[src/rtl/refr_pkg.sv]
package refr_pkg;
  typedef enum logic [1:0] {PH_IDLE, PH_LEAD, PH_ACT, PH_PRE} phase_e;
  typedef enum logic [1:0] {STY_CBR = 2'd0, STY_ROWADDR = 2'd1, STY_HIDDEN = 2'd2} style_e;
endpackage

[src/rtl/refr_interval.sv]
module refr_interval #(
  parameter int INTERVAL = 780,
  parameter int MAX_PEND = 8,
  localparam int TW = $clog2(INTERVAL),
  localparam int PW = $clog2(MAX_PEND + 1)
) (
  input  logic          clk,
  input  logic          rst,
  input  logic          done,
  output logic          tick,
  output logic [PW-1:0] pend,
  output logic          urgent
);
  logic [TW-1:0] tcnt;

  assign tick   = (tcnt == '0);
  assign urgent = (pend == PW'(MAX_PEND));

  always_ff @(posedge clk) begin
    if (rst)       tcnt <= TW'(INTERVAL - 1);
    else if (tick) tcnt <= TW'(INTERVAL - 1);
    else           tcnt <= tcnt - 1'b1;
  end

  always_ff @(posedge clk) begin
    if (rst) pend <= '0;
    else begin
      case ({tick, done})
        2'b10:   if (!urgent) pend <= pend + 1'b1;
        2'b01:   if (pend != '0) pend <= pend - 1'b1;
        default: pend <= pend;
      endcase
    end
  end

  // ceiling on outstanding credits
  p_pend_bound_r3: assert property (@(posedge clk) disable iff (rst)
    pend <= PW'(MAX_PEND));
  // credits are spaced, never back to back
  p_tick_gap_r2: assert property (@(posedge clk) disable iff (rst)
    tick |=> !tick);
  // a completion without a new credit removes exactly one
  p_drain_r9: assert property (@(posedge clk) disable iff (rst)
    (done && !tick) |=> (pend == $past(pend) - 1'b1));
endmodule

[src/rtl/refr_row_ctr.sv]
module refr_row_ctr #(
  parameter int ROWS = 512,
  localparam int RW = $clog2(ROWS)
) (
  input  logic          clk,
  input  logic          rst,
  input  logic          adv,
  output logic [RW-1:0] row
);
  always_ff @(posedge clk) begin
    if (rst)      row <= '0;
    else if (adv) row <= (row == RW'(ROWS - 1)) ? '0 : row + 1'b1;
  end

  // step, wrap and hold of the row pointer
  p_row_step_r8: assert property (@(posedge clk) disable iff (rst)
    (adv && row != RW'(ROWS - 1)) |=> (row == $past(row) + 1'b1));
  p_row_wrap_r8: assert property (@(posedge clk) disable iff (rst)
    (adv && row == RW'(ROWS - 1)) |=> (row == '0));
  p_row_hold_r8: assert property (@(posedge clk) disable iff (rst)
    !adv |=> $stable(row));
endmodule

[src/rtl/refr_seq.sv]
module refr_seq
  import refr_pkg::*;
#(
  parameter int TRAS = 3,
  parameter int TRP  = 2,
  parameter int TCSR = 1,
  parameter int RW   = 9,
  localparam int TMAX = (TRAS > TRP) ? ((TRAS > TCSR) ? TRAS : TCSR)
                                     : ((TRP > TCSR) ? TRP : TCSR),
  localparam int CW = $clog2(TMAX + 1)
) (
  input  logic          clk,
  input  logic          rst,
  input  logic          start,
  input  logic [1:0]    mode,
  input  logic          read_hold,
  input  logic [RW-1:0] row,
  output logic          ras_n,
  output logic          cas_n,
  output logic [RW-1:0] addr,
  output logic          busy,
  output logic          done,
  output logic          adv
);
  phase_e  ph_q, ph_n;
  style_e  sty_q, sty_n, sel;
  logic [CW-1:0] left_q, left_n;
  logic strobe_n;

  always_comb begin
    if (mode == 2'd2)      sel = read_hold ? STY_HIDDEN : STY_CBR;
    else if (mode == 2'd1) sel = STY_ROWADDR;
    else                   sel = STY_CBR;
  end

  always_comb begin
    ph_n   = ph_q;
    sty_n  = sty_q;
    left_n = left_q;
    done   = 1'b0;
    case (ph_q)
      PH_IDLE: if (start) begin
        ph_n   = PH_LEAD;
        sty_n  = sel;
        left_n = (sel == STY_HIDDEN) ? CW'(TRP - 1) : CW'(TCSR - 1);
      end
      PH_LEAD: if (left_q == '0) begin
        ph_n = PH_ACT; left_n = CW'(TRAS - 1);
      end else left_n = left_q - 1'b1;
      PH_ACT: if (left_q == '0) begin
        ph_n = PH_PRE; left_n = CW'(TRP - 1);
      end else left_n = left_q - 1'b1;
      PH_PRE: if (left_q == '0) begin
        ph_n = PH_IDLE; done = 1'b1;
      end else left_n = left_q - 1'b1;
      default: ph_n = PH_IDLE;
    endcase
  end

  assign adv      = done && (sty_q == STY_ROWADDR);
  assign strobe_n = (ph_n == PH_LEAD) || (ph_n == PH_ACT);

  always_ff @(posedge clk) begin
    if (rst) begin
      ph_q   <= PH_IDLE;
      sty_q  <= STY_CBR;
      left_q <= '0;
      ras_n  <= 1'b1;
      cas_n  <= 1'b1;
      addr   <= '0;
      busy   <= 1'b0;
    end else begin
      ph_q   <= ph_n;
      sty_q  <= sty_n;
      left_q <= left_n;
      ras_n  <= (ph_n != PH_ACT);
      cas_n  <= !(strobe_n && sty_n != STY_ROWADDR);
      addr   <= (strobe_n && sty_n == STY_ROWADDR) ? row : '0;
      busy   <= (ph_n != PH_IDLE);
    end
  end

  // column strobe already low when the row strobe falls
  p_cbr_cas_first_r5: assert property (@(posedge clk) disable iff (rst)
    ($fell(ras_n) && sty_q == STY_CBR) |-> $past(!cas_n));
  // row-address refresh never touches the column strobe
  p_rowaddr_cas_high_r6: assert property (@(posedge clk) disable iff (rst)
    (busy && sty_q == STY_ROWADDR) |-> cas_n);
  p_addr_idle_r6: assert property (@(posedge clk) disable iff (rst)
    !busy |-> (addr == '0));
  // style frozen for the whole cycle
  p_style_hold_r10: assert property (@(posedge clk) disable iff (rst)
    (busy && $past(busy)) |-> $stable(sty_q));
endmodule

[src/rtl/refr_sched.sv]
module refr_sched #(
  parameter int INTERVAL = 780,
  parameter int MAX_PEND = 8,
  parameter int TRAS     = 3,
  parameter int TRP      = 2,
  parameter int TCSR     = 1,
  parameter int ROWS     = 512,
  localparam int ROW_W   = $clog2(ROWS),
  localparam int PW      = $clog2(MAX_PEND + 1)
) (
  input  logic             clk,
  input  logic             rst,
  input  logic             grant,
  input  logic             bus_idle,
  input  logic             read_hold,
  input  logic [1:0]       mode,
  output logic             req,
  output logic             urgent,
  output logic             ras_n,
  output logic             cas_n,
  output logic [ROW_W-1:0] addr,
  output logic             busy
);
  logic [PW-1:0]    pend;
  logic [ROW_W-1:0] row;
  logic tick, done, adv, start;

  refr_interval #(.INTERVAL(INTERVAL), .MAX_PEND(MAX_PEND)) u_interval (
    .clk(clk), .rst(rst), .done(done), .tick(tick), .pend(pend), .urgent(urgent)
  );

  refr_row_ctr #(.ROWS(ROWS)) u_row (
    .clk(clk), .rst(rst), .adv(adv), .row(row)
  );

  assign start = !busy && (pend != '0) &&
                 (grant || (urgent && bus_idle) || (mode == 2'd2 && read_hold));
  assign req   = !busy && (pend != '0);

  refr_seq #(.TRAS(TRAS), .TRP(TRP), .TCSR(TCSR), .RW(ROW_W)) u_seq (
    .clk(clk), .rst(rst), .start(start), .mode(mode), .read_hold(read_hold),
    .row(row), .ras_n(ras_n), .cas_n(cas_n), .addr(addr), .busy(busy),
    .done(done), .adv(adv)
  );

  // a refresh only begins with credit outstanding
  p_start_pending_r4: assert property (@(posedge clk) disable iff (rst)
    $rose(busy) |-> ($past(pend) != '0));
endmodule

[config.mk]
export PLATFORM = sky130hd
export DESIGN_NAME = refr_sched
export DESIGN_NICKNAME = d
export VERILOG_FILES = /design/src/rtl/refr_pkg.sv /design/src/rtl/refr_interval.sv /design/src/rtl/refr_row_ctr.sv /design/src/rtl/refr_seq.sv /design/src/rtl/refr_sched.sv
export SDC_FILE = /design/constraint.sdc
export NUM_CORES = 1
export LEC_CHECK = 0
export ABC_AREA = 1
export BUFFER_PORTS_ARGS = -buffer_cell sky130_fd_sc_hd__buf_4
export CAP_MARGIN = 0
export CORE_MARGIN = 10
export CORE_UTILIZATION = 62
export CTS_CLUSTER_SIZE = 14
export DETAILED_ROUTE_END_ITERATION = 7
export GPL_TIMING_DRIVEN = 0
export PLACE_DENSITY = 0.83
export RECOVER_POWER = 25
export SYNTH_ARGS = -nofsm -noshare
export SYNTH_HDL_FRONTEND = slang
export SYNTH_HIERARCHICAL = 1
export SYNTH_SLANG_ARGS = --single-unit
[constraint.sdc]
create_clock -name clk -period 4.1 [get_ports clk]
set_clock_uncertainty 0.2 [all_clocks]
set_input_delay 1.23 -clock clk [delete_from_list [all_inputs] [get_ports clk]]
set_output_delay 1.23 -clock clk [all_outputs]
set_load 0.02 [all_outputs]
==> impl_metrics.env, run 1 <==
export IMPL_fmax_ghz=0.361
export IMPL_die_h_um=78.2
export IMPL_multiInputGateArea_um2=1050
export IMPL_initial_core_util=0.634
export IMPL_post_cts_buffers=0
export IMPL_grt_pass1_vias=1641
export IMPL_dp_hpwl_um=2980
export IMPL_status="complete, no violations"
export IMPL_whs_ns=0.214
export IMPL_hold_buffers=0
export IMPL_final_area_um2=2360
export IMPL_top_layer="met4"
export IMPL_leakage_nw=1.10
export IMPL_power_share_clock=0.368
export IMPL_syn_area_um2=2100
export IMPL_pwr_share_comb=0.039
export IMPL_cts_root_buf="clkbuf_4"
export IMPL_power_internal_w=0.000536
export IMPL_r2r_start="u_interval/pend[0]"
export IMPL_crit_buf_inv=4
export IMPL_ir_drop_v=0.000137
export IMPL_maxSlewViolCount=0
export IMPL_io_buffer_count=20
export IMPL_gr_total_overflow=0
export IMPL_wl_per_cell_um=10.8
export IMPL_reg2reg_to="u_seq/addr[1]"
export IMPL_numCtsBuffers=5
export IMPL_wl_met2_um=1930
export IMPL_hp_start="u_interval/tcnt[0]"
export IMPL_start_kind="input pin"
export IMPL_rows=21
export IMPL_synthToLayoutAreaGrowth_pct=12.7
export IMPL_cp_common_cell="nor2_1"
export IMPL_whs_path_depth=1
export IMPL_grt_pass1_wl_um=6710
export IMPL_grt_use_total=0.131
export IMPL_finalSetupTns_ns=0
export IMPL_htree_num_levels=2
export IMPL_worst_r2r_setup_slack_ns=1.59
export IMPL_seq_power_share=0.593
export IMPL_end_kind="flip-flop"
export IMPL_drtAntennaViolNets=0
export IMPL_path_class="input pin to flip-flop"
export IMPL_crit_family="simple AND/OR/NAND/NOR gates"
export IMPL_period_minus_slack_ns=2.77
export IMPL_viasPerCell=4.81
export IMPL_cp_slowest_cell="ha_1"
export IMPL_gp_congestion=0.832
export IMPL_drive_above_1_share=0.199
export IMPL_ios=21
export IMPL_layout_commonest_cell="nand2_1"
export IMPL_routed_wl_um=3870
export IMPL_p_sw_w=0.000145
export IMPL_wl_met1_um=1730
export IMPL_slew_headroom=0.718
export IMPL_cp_required_ns=4.19
export IMPL_insertion_delay_ns=0.36
export IMPL_ff_latch_area_um2=821
export IMPL_final_cell_mix="51 x nand2_1, 46 x nor2_1, 46 x inv_1, 41 x dfxtp_1, 19 x buf_4"
export IMPL_synth_warnings=6
export IMPL_clk_path_buf_depth=2
export IMPL_initialDrtViolationCount=77
export IMPL_worstMarginPinSlew_ns=0.418
export IMPL_grt_max_degree=13
export IMPL_power_density_nw_per_um2=288
export IMPL_diodes=0
export IMPL_min_path_type="flip-flop to flip-flop"
export IMPL_dr_total_vias=1722
export IMPL_antenna_found_initial=0
export IMPL_drc_errors=0
export IMPL_critPathMaxFanout=9
export IMPL_worst_path_largest_cell_delay_ns=0.28
export IMPL_clkSlewWorstSetupHoldPaths_ns=0.11
export IMPL_finalCritPeriodShare=0.675
export IMPL_die_x_um=78.2
export IMPL_clock_sinks=41
export IMPL_p_sw_frac=0.214
export IMPL_post_route_util=0.714
export IMPL_cts_resized=0
export IMPL_hold_viol=0
export IMPL_synthCells=285
export IMPL_drt_first_pass_iters=4
export IMPL_synth_net_count=302
export IMPL_placed_cell_area_um2=2310
export IMPL_core_area_um2=3310
export IMPL_critical_path_cell_chain="buf_4, inv_1, nand2_1, nor2_1, nor2_1, nor2_2, nand2_4, nand3_1, inv_1, ha_1, inv_1, nor2_1, nand3_4, nor2_1"
export IMPL_fillCellCount=273
export IMPL_synth_avg_cell_area_um2=7.36
export IMPL_rsz0062_at_grt="false"
export IMPL_reg2regPathDepth=15
export IMPL_crit_arrival_ns=2.86
export IMPL_cts_tree="built"
export IMPL_maxCapViolations=0
export IMPL_setup_viol=0
export IMPL_wl_met3_um=146
export IMPL_min_to="u_interval/tcnt[0]"
export IMPL_dieArea_um2=6110
export IMPL_finalNetCount=329
worst max-delay path by stage:
stage / startpoint / end / slack, ns / cells after the start
floorplan: mode[0] / u_seq/addr[0] / 1.30 / 13
global placement: mode[0] / u_seq/addr[8] / 0.99 / 14
detailed placement: mode[0] / u_seq/addr[1] / 0.96 / 14
CTS: mode[0] / u_seq/addr[1] / 1.34 / 14
global route: mode[0] / u_seq/addr[1] / 1.20 / 14
finish: mode[0] / u_seq/addr[1] / 1.33 / 14
flip-flops by register name, summed over array words and instances (netlist names):
register         count
u_interval/tcnt     10
u_seq/ras_n          1
u_seq/ph_q           2
u_interval/pend      4
u_seq/cas_n          1
u_seq/busy           1
u_seq/left_q         2
u_row/row            9
u_seq/sty_q          2
u_seq/addr           9
stage by stage:
| stage | std cells | worst slack, ns | power, W |
|---|---|---|---|
| floorplan | 285 | 1.30 | 0.000430 |
| global placement | 351 | 0.989 | 0.000439 |
| detailed placement | 351 | 0.959 | 0.000440 |
| CTS | 358 | 1.34 | 0.000690 |
| global route | 358 | 1.20 | 0.000706 |
| finish | 358 | 1.33 | 0.000681 |
worst reg2reg max path, stage by stage, from the launching register on:
cell and delay (ns):
dfxtp_1 0.38, nor2_1 0.15, nand3_1 0.16, inv_1 0.11, nand2_1 0.05, nand2_1 0.05
nor2_1 0.05, nor2_2 0.22, nand2_4 0.09, nand3_1 0.13, inv_1 0.07, ha_1 0.28
inv_1 0.03, nor2_1 0.20, nand3_4 0.17, nor2_1 0.13
layout make-up:
class	count	share of cell area
tap	46	0.0243
multi-input combinational	189	0.446
clock buffer	5	0.0159
timing repair buffer	20	0.0619
buffer	1	0.00476
inverter	54	0.0857
sequential	41	0.347
clock inverter	2	0.0148
layer usage:
metal  global-route usage  vias up
met3               0.0421        7
met1                0.134      763
met4               0.0538        0
met5                    0        -
met2                0.241       16
li1                     -      936
power by group through the flow:
stage,sequential [W],combinational [W],clock (W)
after floorplan,0.000412,0.0000171,0
after detailed placement,0.000413,0.0000270,0
after global placement,0.000413,0.0000260,0
after global routing,0.000405,0.0000300,0.000272
final,0.000404,0.0000265,0.000251
after CTS,0.000404,0.0000272,0.000259
No activity file was read; power rests on OpenSTA's default activity.
==> inputs of run 2 (changes only) <==
--- a/config.mk
+++ b/config.mk
@@ -9,11 +9,11 @@
 export BUFFER_PORTS_ARGS = -buffer_cell sky130_fd_sc_hd__buf_4
 export CAP_MARGIN = 0
 export CORE_MARGIN = 10
-export CORE_UTILIZATION = 62
+export CORE_UTILIZATION = 52
 export CTS_CLUSTER_SIZE = 14
 export DETAILED_ROUTE_END_ITERATION = 7
 export GPL_TIMING_DRIVEN = 0
-export PLACE_DENSITY = 0.83
+export PLACE_DENSITY = 0.74
 export RECOVER_POWER = 25
 export SYNTH_ARGS = -nofsm -noshare
 export SYNTH_HDL_FRONTEND = slang
==> constraint.sdc (replaced) <==
create_clock -name clk -period 2.46 [get_ports clk]
set_clock_uncertainty 0.2 [all_clocks]
set_input_delay 0.738 -clock clk [delete_from_list [all_inputs] [get_ports clk]]
set_output_delay 0.738 -clock clk [all_outputs]
set_load 0.02 [all_outputs]
==> impl_metrics.env, run 2 (synthesis results as in run 1) <==
export IMPL_status="complete, no violations"
export IMPL_io_buffer_count=20
export IMPL_ir_drop_v=0.000440
export IMPL_fillCellCount=350
export IMPL_finalNetCount=330
export IMPL_finalCritPeriodShare=0.932
export IMPL_critical_path_cell_chain="nor2_2, nand3_2, inv_1, nand2_1, nand2_1, nor2_1, nor2_2, nand2_4, nand3_1, inv_1, ha_1, inv_1, nor2_2, nand3_4, nor2_1"
export IMPL_final_cell_mix="51 x nand2_1, 45 x inv_1, 44 x nor2_1, 40 x dfxtp_1, 19 x buf_4"
export IMPL_initialDrtViolationCount=66
export IMPL_dp_hpwl_um=2930
export IMPL_layout_commonest_cell="nand2_1"
export IMPL_min_path_type="flip-flop to flip-flop"
export IMPL_drc_errors=0
export IMPL_cts_tree="built"
export IMPL_period_minus_slack_ns=2.29
export IMPL_start_kind="flip-flop"
export IMPL_insertion_delay_ns=0.28
export IMPL_worst_path_largest_cell_delay_ns=0.37
export IMPL_end_kind="flip-flop"
export IMPL_cp_slowest_cell="dfxtp_1"
export IMPL_path_class="flip-flop to flip-flop"
export IMPL_grt_use_total=0.111
export IMPL_placed_cells=355
export IMPL_grt_max_degree=13
export IMPL_critPathMaxFanout=9
export IMPL_clk_path_buf_depth=2
export IMPL_worstMarginPinSlew_ns=0.423
export IMPL_finalSetupTns_ns=0
export IMPL_drive_above_1_share=0.217
export IMPL_whs_ns=0.194
export IMPL_grt_pass1_vias=1691
export IMPL_slew_headroom=0.715
export IMPL_initial_core_util=0.532
export IMPL_maxSlewViolCount=0
export IMPL_viasPerCell=4.72
export IMPL_core_area_um2=3940
export IMPL_synthToLayoutAreaGrowth_pct=15.6
export IMPL_clock_sinks=41
export IMPL_cts_root_buf="clkbuf_8"
export IMPL_numCtsBuffers=5
export IMPL_gr_total_overflow=0
export IMPL_clkSlewWorstSetupHoldPaths_ns=0.08
export IMPL_grt_pass1_wl_um=6730
export IMPL_cp_required_ns=2.48
export IMPL_wl_per_cell_um=10.3
export IMPL_routed_wl_um=3720
export IMPL_top_regs="u_interval/tcnt x10, u_row/row x9, u_seq/addr x9"
export IMPL_gp_congestion=0.812
export IMPL_hold_viol=0
export IMPL_dr_total_vias=1714
export IMPL_diodes=0
export IMPL_maxCapViolations=0
export IMPL_ff_latch_area_um2=822
export IMPL_fmax_ghz=0.436
export IMPL_htree_num_levels=2
export IMPL_dieArea_um2=6980
export IMPL_crit_arrival_ns=2.31
export IMPL_power_density_nw_per_um2=507
export IMPL_drtAntennaViolNets=0
export IMPL_multiInputGateArea_um2=1070
export IMPL_setup_viol=0
export IMPL_leakage_nw=1.12
export IMPL_die_x_um=83.5
export IMPL_largest_register="u_interval/tcnt"
export IMPL_drt_first_pass_iters=4
export IMPL_rows=23
export IMPL_die_h_um=83.5
export IMPL_fin_cells=363
export IMPL_ios=21
export IMPL_post_route_util=0.615
export IMPL_largest_register_ffs=10
export IMPL_antenna_found_initial=0
==> run 2: cell count changes in the layout (fill, tap and decap cells not counted), sizes merged <==
| cell | change |
|---|---|
| clkbuf | +1 |
==> run 2: path summary, 6_finish.rpt <==
path	start	to	slack (ns)	cells after the start
min	u_interval/tcnt[0]	u_interval/tcnt[0]	0.19	1
min reg2reg	u_interval/tcnt[0]	u_interval/tcnt[0]	0.19	1
max	u_interval/pend[1]	u_seq/addr[8]	0.17	15
max reg2reg	u_interval/pend[1]	u_seq/addr[8]	0.17	15
==> run 2: cell type report <==
cell class / instances / share of cell area
inverters: 54 / 0.0835
plain buffers: 1 / 0.00464
multi-input cells: 189 / 0.442
well taps: 50 / 0.0258
clock inverters: 2 / 0.0144
repair buffers: 21 / 0.0619
flip-flops and latches: 41 / 0.339
clock buffers: 5 / 0.0284
==> run 2: what timing repair did <==
action	CTS	global route
endpoints found under the hold margin	0	0
buffers inserted	1	0
resized for setup	0	6
setup endpoints to repair	9	11
pin swaps	1	1
hold buffers	0	0
==> run 2: stage by stage <==
step | cell area [um2] | worst slack [ns] | power (W)
final | 2430 | 0.168 | 0.00123
after floorplan | 2100 | 0.123 | 0.000716
after global placement | 2310 | -0.152 | 0.000732
after CTS | 2420 | 0.0102 | 0.00125
after detailed placement | 2310 | -0.179 | 0.000732
after global routing | 2430 | -0.00243 | 0.00128
==> run 2: power by group <==
group	switching, W	internal [W]
logic	0.0000262	0.0000173
clock network	0.000219	0.000295
registers	0.00000395	0.000669
total	0.000249	0.000981
==> run 2: layer usage <==
layer  routed length, um  vias to the layer above  part of all wire  global-route usage
li1                    -                      938                 -                   -
met1                1640                      749              0.44               0.116
met2                1910                       21              0.51               0.200
met3                 140                        6             0.038              0.0410
met4                  36                        0            0.0097              0.0365
met5                   0                        -                 0                   0
==> run 2: worst max-delay path: cells and delay by family, from the launching register on <==
family        cells  cell delay, ns
simple gates     11            1.17
flops             1            0.37
fa+ha+maj         1            0.27
buf+inv           3            0.21
==> inputs of run 3 (changes only) <==
--- a/config.mk
+++ b/config.mk
@@ -9,13 +9,12 @@
 export BUFFER_PORTS_ARGS = -buffer_cell sky130_fd_sc_hd__buf_4
 export CAP_MARGIN = 0
 export CORE_MARGIN = 10
-export CORE_UTILIZATION = 52
+export CORE_UTILIZATION = 57
 export CTS_CLUSTER_SIZE = 14
 export DETAILED_ROUTE_END_ITERATION = 7
 export GPL_TIMING_DRIVEN = 0
-export PLACE_DENSITY = 0.74
+export PLACE_DENSITY = 0.78
 export RECOVER_POWER = 25
 export SYNTH_ARGS = -nofsm -noshare
 export SYNTH_HDL_FRONTEND = slang
-export SYNTH_HIERARCHICAL = 1
 export SYNTH_SLANG_ARGS = --single-unit
==> constraint.sdc (replaced) <==
create_clock -name clk -period 2.61 [get_ports clk]
set_clock_uncertainty 0.2 [all_clocks]
set_input_delay 0.783 -clock clk [delete_from_list [all_inputs] [get_ports clk]]
set_output_delay 0.783 -clock clk [all_outputs]
set_load 0.02 [all_outputs]
==> impl_metrics.env, run 3 <==
export IMPL_status="complete, no violations"
export IMPL_synthCells=252
export IMPL_largest_register="u_interval.tcnt"
export IMPL_min_path_type="flip-flop to flip-flop"
export IMPL_maxCapViolations=0
export IMPL_start_kind="flip-flop"
export IMPL_grt_max_degree=13
export IMPL_synth_ff_type="dfxtp_1"
export IMPL_diodes=0
export IMPL_gp_congestion=0.919
export IMPL_dieArea_um2=6170
export IMPL_synth_edf_count=0
export IMPL_ir_drop_v=0.000418
export IMPL_finalCritPeriodShare=0.910
export IMPL_finalNetCount=294
export IMPL_placed_cells=317
export IMPL_die_x_um=78.6
export IMPL_syn_area_um2=1960
export IMPL_path_class="flip-flop to primary output"
export IMPL_hold_buffers=0
export IMPL_slew_headroom=0.738
export IMPL_final_area_um2=2200
export IMPL_rsz0062_at_grt="false"
export IMPL_top_regs="u_interval.tcnt x10, u_row.row x9, u_seq.addr x9"
export IMPL_end_kind="primary output"
export IMPL_drtAntennaViolNets=0
export IMPL_cts_resized=0
export IMPL_synth_area_top_cells="dfxtp_1 42%, inv_1 8.4%, nand2_1 6.9%, nor2_1 6.5%, ha_1 5.8%"
export IMPL_synthToLayoutAreaGrowth_pct=12.3
export IMPL_cts_tree="built"
export IMPL_fin_cells=324
export IMPL_fmax_ghz=0.421
export IMPL_final_cell_mix="44 x inv_1, 41 x dfxtp_1, 36 x nand2_1, 34 x nor2_1, 16 x a21oi_1"
export IMPL_post_route_util=0.658
export IMPL_largest_register_ffs=10
export IMPL_insertion_delay_ns=0.35
export IMPL_leakage_nw=0.945
export IMPL_io_buffer_count=19
export IMPL_antenna_found_initial=0
export IMPL_placed_cell_area_um2=2160
export IMPL_die_h_um=78.6
export IMPL_viasPerCell=4.85
export IMPL_grt_pass1_vias=1517
export IMPL_period_minus_slack_ns=2.37
export IMPL_initialDrtViolationCount=79
export IMPL_layout_commonest_cell="inv_1"
export IMPL_power_density_nw_per_um2=482
export IMPL_clock_sinks=41
export IMPL_maxSlewViolCount=0
export IMPL_ios=21
export IMPL_rows=21
export IMPL_post_cts_buffers=0
export IMPL_setup_viol=0
export IMPL_crit_arrival_ns=1.39
export IMPL_htree_num_levels=2
export IMPL_dp_hpwl_um=2740
export IMPL_grt_use_total=0.120
export IMPL_worstMarginPinSlew_ns=0.394
export IMPL_cts_root_buf="clkbuf_4"
export IMPL_numCtsBuffers=5
export IMPL_drt_first_pass_iters=4
export IMPL_synth_warnings=0
export IMPL_synthTopCellsByCount="44 x inv_1, 41 x dfxtp_1, 36 x nand2_1"
export IMPL_hold_viol=0
export IMPL_synth_avg_cell_area_um2=7.76
export IMPL_core_area_um2=3340
export IMPL_seq_area_frac_synth=0.420
export IMPL_drc_errors=0
export IMPL_ys_async_sr_fraction=0
export IMPL_gr_total_overflow=0
export IMPL_grt_pass1_wl_um=6130
export IMPL_finalSetupTns_ns=0
export IMPL_yosysTopAreaCellShare=0.420
export IMPL_cp_required_ns=1.63
export IMPL_initial_core_util=0.586
export IMPL_routed_wl_um=3480
export IMPL_synth_net_count=268
export IMPL_synth_cell_types=33
export IMPL_yosysMostFrequentCell="inv_1"
export IMPL_clk_path_buf_depth=2
export IMPL_wl_per_cell_um=10.8
export IMPL_drive_above_1_share=0.169
export IMPL_dr_total_vias=1571
export IMPL_total_power_w=0.00106
export IMPL_synth_area_leader_cell="dfxtp_1"
export IMPL_clkSlewWorstSetupHoldPaths_ns=0.11
export IMPL_critPathMaxFanout=5
export IMPL_ys_ff_latch=41
==> run 3: path summary, 6_finish.rpt <==
path | startpoint | end | slack (ns) | depth (start not counted)
min reg2reg | u_interval.tcnt[0] | u_interval.tcnt[0] | 0.20 | 1
max reg2reg | u_interval.pend[0] | u_seq.addr[8] | 0.35 | 10
min | u_interval.tcnt[0] | u_interval.tcnt[0] | 0.20 | 1
max | u_interval.pend[0] | req | 0.24 | 5
==> run 3: per-stage QoR <==
stage / hold slack, ns / setup WS, ns
2_1_floorplan: 0.165 / 0.397
3_3_place_gp: 0.174 / 0.0667
3_5_place_dp: 0.177 / 0.0470
4_1_cts: 0.206 / 0.168
5_1_grt: 0.210 / 0.120
6_report: 0.203 / 0.235
==> run 3: logic make-up after synthesis <==
logic type      share of synthesized area
simple gates                        0.276
flops                               0.420
xor+xnor                           0.0224
fa+ha+maj                          0.0576
compound gates                      0.127
buf+inv                            0.0972
==> run 3: layer usage <==
| layer | global-route usage | share of wire | vias to the layer above |
|---|---|---|---|
| li1 | - | - | 849 |
| met1 | 0.129 | 0.45 | 687 |
| met2 | 0.204 | 0.48 | 26 |
| met3 | 0.0410 | 0.055 | 9 |
| met4 | 0.0645 | 0.023 | 0 |
| met5 | 0 | 0 | - |
==> run 3: worst max-delay path, stage by stage, from the launching register on <==
cell	delay [ns]
dfxtp_1	0.41
inv_1	0.09
nand2_2	0.10
inv_1	0.08
a31oi_4	0.19
buf_4	0.18
==> run 3: area by class of cell <==
| cell class | count | area, um2 |
|---|---|---|
| Buffer | 2 | 8.76 |
| Clock buffer | 5 | 37.5 |
| Clock inverter | 2 | 35.0 |
| Fill cell | 307 | 1140 |
| Inverter | 48 | 181 |
| Multi-Input combinational cell | 161 | 932 |
| Sequential cell | 41 | 821 |
| Tap cell | 46 | 57.6 |
| Timing Repair Buffer | 19 | 124 |
==> run 3: where the power goes <==
group	internal, W	total [W]	switching [W]	leakage [nW]
sequential	0.000631	0.000633	0.00000285	0.331
clock	0.000195	0.000392	0.000197	0.0410
combinational	0.0000139	0.0000346	0.0000207	0.573
total	0.000840	0.00106	0.000220	0.945
